===== config.mk =====
export PLATFORM = sky130hd
export DESIGN_NAME = link_ack_monitor
export DESIGN_NICKNAME = d
export VERILOG_FILES = /design/src/rtl/lam_pkg.sv /design/src/rtl/lam_ack_timer.sv /design/src/rtl/lam_fault_eval.sv /design/src/rtl/lam_status_reg.sv /design/src/rtl/link_ack_monitor.sv
export SDC_FILE = /design/constraint.sdc
export NUM_CORES = 1
export LEC_CHECK = 0
export ABC_AREA = 1
export CAP_MARGIN = 0
export CORE_MARGIN = 3
export CORE_UTILIZATION = 43
export CTS_BUF_LIST = sky130_fd_sc_hd__clkbuf_4 sky130_fd_sc_hd__clkbuf_8
export CTS_CLUSTER_SIZE = 12
export DETAILED_ROUTE_END_ITERATION = 8
export DONT_BUFFER_PORTS = 1
export REMOVE_ABC_BUFFERS = 1
export SYNTH_ARGS = -nofsm -noshare
export SYNTH_HDL_FRONTEND = slang
export SYNTH_HIERARCHICAL = 1
export SYNTH_SLANG_ARGS = --single-unit

===== constraint.sdc =====
create_clock -name clk -period 1.66 [get_ports clk]
set_input_delay 0.083 -clock clk [delete_from_list [all_inputs] [get_ports clk]]
set_output_delay 0.083 -clock clk [all_outputs]
set_load 0.005 [all_outputs]

===== src/rtl/lam_pkg.sv =====
package lam_pkg;

    localparam int FLAG_N = 5;
    localparam int STAT_W = FLAG_N + 2;

    typedef enum logic [1:0] {
        K_RD     = 2'd0,
        K_WR     = 2'd1,
        K_WR_NB  = 2'd2,
        K_RMW_RD = 2'd3
    } kind_e;

    typedef enum logic {
        S_IDLE = 1'b0,
        S_WAIT = 1'b1
    } phase_e;

    typedef struct packed {
        logic timeout;
        logic parity;
        logic target;
    } fault_t;

    typedef struct packed {
        logic [1:0] parv;
        logic       cncl;
        logic       terr;
        logic       par;
        logic       tmo;
        logic       err;
    } stat_t;

    function automatic logic any_fault(fault_t f);
        return f.timeout | f.parity | f.target;
    endfunction

    function automatic logic arms_cancel(kind_e k);
        return (k == K_WR_NB) || (k == K_RMW_RD);
    endfunction

endpackage


===== src/rtl/lam_ack_timer.sv =====
module lam_ack_timer #(
    parameter int TW = 8
) (
    input  logic          clk,
    input  logic          rst,
    input  logic          start,
    input  logic          run,
    input  logic          ack,
    input  logic [TW-1:0] limit,
    output logic          expired
);
    logic [TW-1:0] cnt_q;
    logic          at_limit;

    assign at_limit = (cnt_q == limit);
    assign expired  = run & ~ack & at_limit;

    always_ff @(posedge clk) begin
        if (rst) begin
            cnt_q <= '0;
        end else if (start) begin
            cnt_q <= '0;
        end else if (run && !at_limit) begin
            cnt_q <= cnt_q + 1'b1;
        end
    end
endmodule


===== src/rtl/lam_fault_eval.sv =====
module lam_fault_eval
    import lam_pkg::*;
(
    input  logic       in_wait,
    input  logic       ack_valid,
    input  logic [1:0] ack_parity,
    input  logic [1:0] exp_parity,
    input  logic       ack_terr,
    input  logic       expired,
    output fault_t     fault,
    output logic       done
);
    logic taken;

    assign taken = in_wait & ack_valid;

    always_comb begin
        fault         = '0;
        fault.timeout = expired;
        fault.parity  = taken & (ack_parity != exp_parity);
        fault.target  = taken & ack_terr;
    end

    assign done = taken | expired;
endmodule


===== src/rtl/lam_status_reg.sv =====
module lam_status_reg
    import lam_pkg::*;
(
    input  logic              clk,
    input  logic              rst,
    input  logic              rec,
    input  fault_t            fault,
    input  logic [1:0]        parv_in,
    input  logic              cncl_set,
    input  logic              clr_we,
    input  logic [FLAG_N-1:0] clr_mask,
    output stat_t             stat
);
    logic [FLAG_N-1:0] flags_q;
    logic [FLAG_N-1:0] set_v;
    logic [FLAG_N-1:0] clr_v;
    logic [1:0]        parv_q;

    always_comb begin
        set_v    = '0;
        set_v[0] = rec & any_fault(fault);
        set_v[1] = rec & fault.timeout;
        set_v[2] = rec & fault.parity;
        set_v[3] = rec & fault.target;
        set_v[4] = cncl_set;
        clr_v    = clr_we ? clr_mask : '0;
    end

    for (genvar i = 0; i < FLAG_N; i++) begin : g_flag
        always_ff @(posedge clk) begin
            if (rst) begin
                flags_q[i] <= 1'b0;
            end else begin
                flags_q[i] <= (flags_q[i] & ~clr_v[i]) | set_v[i];
            end
        end
    end

    always_ff @(posedge clk) begin
        if (rst) begin
            parv_q <= '0;
        end else if (set_v[2]) begin
            parv_q <= parv_in;
        end else if (clr_v[2]) begin
            parv_q <= '0;
        end
    end

    always_comb begin
        stat      = '0;
        stat.err  = flags_q[0];
        stat.tmo  = flags_q[1];
        stat.par  = flags_q[2];
        stat.terr = flags_q[3];
        stat.cncl = flags_q[4];
        stat.parv = parv_q;
    end
endmodule


===== src/rtl/link_ack_monitor.sv =====
module link_ack_monitor
    import lam_pkg::*;
#(
    parameter int AW = 16,
    parameter int DW = 16,
    parameter int TW = 8
) (
    input  logic              clk,
    input  logic              rst,
    input  logic              txn_start,
    input  logic [1:0]        txn_kind,
    input  logic [AW-1:0]     txn_addr,
    input  logic [DW-1:0]     txn_data,
    input  logic              ack_valid,
    input  logic [1:0]        ack_parity,
    input  logic [1:0]        exp_parity,
    input  logic              ack_terr,
    input  logic [TW-1:0]     timeout_cfg,
    input  logic              clr_we,
    input  logic [FLAG_N-1:0] clr_mask,
    output logic              link_go,
    output logic              idle_sub,
    output logic              busy,
    output logic              irq,
    output logic [STAT_W-1:0] status,
    output logic [AW-1:0]     buf_addr,
    output logic [DW-1:0]     buf_data
);
    phase_e        phase_q;
    kind_e         kind_q;
    logic [AW-1:0] addr_q;
    logic [DW-1:0] data_q;
    logic          pend_q;
    logic          expired;
    logic          done;
    logic          rec;
    logic          cncl_set;
    logic          err_clr;
    fault_t        fault;
    stat_t         stat;

    assign busy     = (phase_q == S_WAIT);
    assign link_go  = txn_start & ~stat.err & ~busy;
    assign idle_sub = txn_start & stat.err;
    assign rec      = done & any_fault(fault);
    assign cncl_set = idle_sub & pend_q;
    assign err_clr  = clr_we & clr_mask[0] & ~rec;

    lam_ack_timer #(.TW(TW)) u_timer (
        .clk     (clk),
        .rst     (rst),
        .start   (link_go),
        .run     (busy),
        .ack     (ack_valid),
        .limit   (timeout_cfg),
        .expired (expired)
    );

    lam_fault_eval u_eval (
        .in_wait    (busy),
        .ack_valid  (ack_valid),
        .ack_parity (ack_parity),
        .exp_parity (exp_parity),
        .ack_terr   (ack_terr),
        .expired    (expired),
        .fault      (fault),
        .done       (done)
    );

    lam_status_reg u_stat (
        .clk      (clk),
        .rst      (rst),
        .rec      (rec),
        .fault    (fault),
        .parv_in  (ack_parity),
        .cncl_set (cncl_set),
        .clr_we   (clr_we),
        .clr_mask (clr_mask),
        .stat     (stat)
    );

    always_ff @(posedge clk) begin
        if (rst) begin
            phase_q <= S_IDLE;
        end else if (link_go) begin
            phase_q <= S_WAIT;
        end else if (done) begin
            phase_q <= S_IDLE;
        end
    end

    always_ff @(posedge clk) begin
        if (rst) begin
            kind_q <= K_RD;
            addr_q <= '0;
            data_q <= '0;
        end else if (link_go) begin
            kind_q <= kind_e'(txn_kind);
            addr_q <= txn_addr;
            data_q <= txn_data;
        end
    end

    always_ff @(posedge clk) begin
        if (rst) begin
            pend_q <= 1'b0;
        end else if (rec) begin
            pend_q <= arms_cancel(kind_q);
        end else if (err_clr || cncl_set) begin
            pend_q <= 1'b0;
        end
    end

    assign irq      = stat.err;
    assign status   = stat;
    assign buf_addr = addr_q;
    assign buf_data = data_q;
endmodule


==> results.md <==
* Layout cells sized above 1 at 18.0%
* Diode count at 0
* Routed vias at 2074
* Remaining Overflow, GRT at 0
* CTS Sinks at 50
* CTS buffer count at 5
* Area Growth Syn to Fin at 30.3%
* Initial drt markers at 61
* CP required at 1.83 ns
* Worst Setup Path Type: flop to flop
* Clock root cell: clkbuf_8
* Max_slew headroom at 68.1%
* Drc violations at 0
* Clock Skew at 0.00243 ns
* Die height at 78.2 microns
* First-pass GRT wire length at 9030 microns
* Setup-failing EPs final at 0
* Vias in the first global route at 2111
* Adder-cell share of the synthesized area at 0.558%
* Fin crit period at 1.64 ns
* CTS tree: yes
* Vias per cell at 4.78
* Row Count at 25
* Run status: complete, no violations
* Design Area, Final at 2920 sq um
* Number of antenna violations at the first check in global routing at 0
* HP Class: primary input to flop
* Max Cap Violations at 0
* Critical path capture point type: flop
* Synth Area in Compound Gates at 11.5%
* Worst hold stages at 3
* Simple-gate share of the synthesized area at 32.3%
* Setup crit start kind: flop
* RePlAce Congestion at 0.721
* Synth warn at 6
* Post-layout net count at 424
* WP depth at 12
* Core Area at 4880 sq um
* Clk buf depth at 2
* Die area at 6120 sq um
* Worst Path Buf+Inv at 1
* Crit path DAT at 1.81 ns
* Routed Antenna Nets at 0
* Worst-Margin Slew at 0.476 ns
* VDD IR-drop max at 0.437 mV
* Worst-path fanout max at 5
* Most frequent cells in the layout: 72 x nor2_1, 53 x nand2_1, 45 x dfxtp_1
* Worst-Skew Late Latency at 0.29 ns
* Die W at 78.2 microns
* Reg clk slew, reported paths at 0.09 ns
* Slowest cell on crit path: dfxtp_2
* Mux cell area share after synthesis at 0%
* Fmax at 610 MHz
* EDFF count, synth at 0
* Placed cell area at 2340 sq um
* Total Wirelength at 5360 microns
* Number of I/O port buffers at 0
* Register area share after synthesis at 44.6%
* I/O Pins at 100
* Starting Density at 46.0%
* Power per Cell Area at 830 nW/um^2
* Synth Instances at 312
* Flops & latches, synth at 50
* Fraction of registers with async set/reset at 0%
* Placed insts at 381
* Leakage at 1.29 nW
* Distinct cells, synth at 30
* RSZ-0062 raised after global routing: yes
* Top delay family on crit path: simple AND/OR/NAND/NOR gates
* Synth Flop Type: dfxtp_1
* Critical-path cell list: xnor2_1, nand2_1, nor2_2, nand2_4, nor3b_4, nor2_1, nand2_1, nand2_2, inv_2, nand2_4, nand3_1, a21oi_2
* Largest family of logic cells by synthesized area: simple AND/OR/NAND/NOR gates
* Fin crit share at 98.7%
* Final hold violations at 0
* Syn Std Cell Area at 2240 sq um
* H-tree depth at 2
* Pins Over Slew Limit at 0
* Hpwl dp at 3360 microns
* Final Power at 2.43 mW
* Post-Syn Area per Cell at 7.19 sq um
* Slowest cell delay on critical path at 0.33 ns
* Final non-filler cell total at 434
* Total GRT Usage at 18.1%
* Largest net degree at the start of global routing at 36
* WL per Instance at 12.4 microns
* Drt pass-1 iters at 4
* R2R cell count at 12
* Post-synthesis xor/xnor area fraction at 1.17%
* Commonest non-fill, non-tap cell in the layout: nor2_1
==> layer usage <==
| metal | track usage (%) | share of wire (%) | vias up |
|---|---|---|---|
| met5 | 0 | 0 | - |
| met4 | 5.77 | 0.58 | 0 |
| met3 | 7.00 | 8.3 | 2 |
| met2 | 31.7 | 49 | 67 |
| met1 | 20.1 | 42 | 925 |
| li1 | - | - | 1080 |
==> power breakdown <==
group | leakage [nW] | switching [mW] | internal, mW | total [mW]
logic | 0.826 | 0.186 | 0.170 | 0.357
clock network | 0.0472 | 0.393 | 0.336 | 0.728
registers | 0.414 | 0.0661 | 1.28 | 1.34
total | 1.29 | 0.645 | 1.78 | 2.43
==> synth_stat cells (2+ instances only) <==
cell	instances	area [sq um]
nor2_1	72	270
nand2_1	55	206
dfxtp_1	50	1000
inv_1	28	105
o21ai_0	24	120
a21oi_1	16	80.1
nand3_1	13	65.1
nor2_2	13	81.3
o21ai_1	8	40.0
buf_6	3	33.8
clkbuf_2	3	15.0
nand2_2	3	18.8
xnor2_1	3	26.3
buf_4	2	15.0
clkbuf_1	2	7.51
nand2_4	2	22.5
nor3_1	2	10.0
==> state kept, by name (all words and copies together) (netlist names) <==
signal         count
buf_addr          16
buf_data          16
u_timer/cnt_q      8
u_stat/stat        5
u_stat/parv_q      2
busy               1
kind_q             1
pend_q             1
==> cell type report <==
cell class,instances,area (sq um)
well taps,67,83.8
flip-flops and latches,50,1010
clock inverters,2,12.5
repair buffers,59,546
inverters,32,126
multi-input cells,218,1070
fillers,471,1960
clock buffers,6,82.6
==> worst reg2reg max path, stage by stage (launching register included) <==
cell     delay (ns)
dfxtp_2        0.33
xnor2_1        0.13
nand2_1        0.09
nor2_2         0.15
nand2_4        0.08
nor3b_4        0.20
nor2_1         0.06
nand2_1        0.10
nand2_2        0.06
inv_2          0.08
nand2_4        0.07
nand3_1        0.11
a21oi_2        0.05
==> through the flow <==
step / util (%) / TNS, ns / hold slack, ns / worst slack (ns)
global route: 59.9 / -0.788 / 0.00147 / -0.161
floorplan: - / -0.0113 / 0.152 / -0.00563
CTS: 58.7 / 0 / -0.0871 / 0.000401
finish: 59.9 / 0 / 0.0188 / 0.0220
detailed placement: 47.9 / -0.0360 / 0.156 / -0.0206
global placement: 47.9 / 0 / 0.155 / 0.0168
==> path summary, 6_finish.rpt <==
| path | from | endpoint | slack [ns] |
|---|---|---|---|
| setup / recovery | u_timer/cnt_q[2] | u_stat/parv_q[0] | 0.02 |
| setup reg to reg | u_timer/cnt_q[2] | u_stat/parv_q[0] | 0.02 |
| hold reg to reg | u_stat/stat[2] | u_stat/stat[2] | 0.49 |
| hold / removal | clr_mask[0] | u_stat/stat[0] | 0.02 |
==> timing repair <==
action / in CTS / in global routing
gates cloned: 0 / 0
endpoints found under the setup margin: 3 / 8
setup buffers: 2 / 2
hold endpoints to repair: 49 / 1
resized for setup: 6 / 10
pin swaps: 6 / 12
hold buffers: 40 / 1
==> logic make-up (layout without fill, tap and decap cells) <==
logic type	after synthesis	count (layout)
AND/OR/NAND/NOR	164	164
AO/OA/AOI/OAI	50	50
flip-flops	50	50
buffers and inverters	44	99
XOR/XNOR	3	3
adder cells (fa/ha/maj)	1	1
Note: power is estimated with default switching activity, not from simulation.
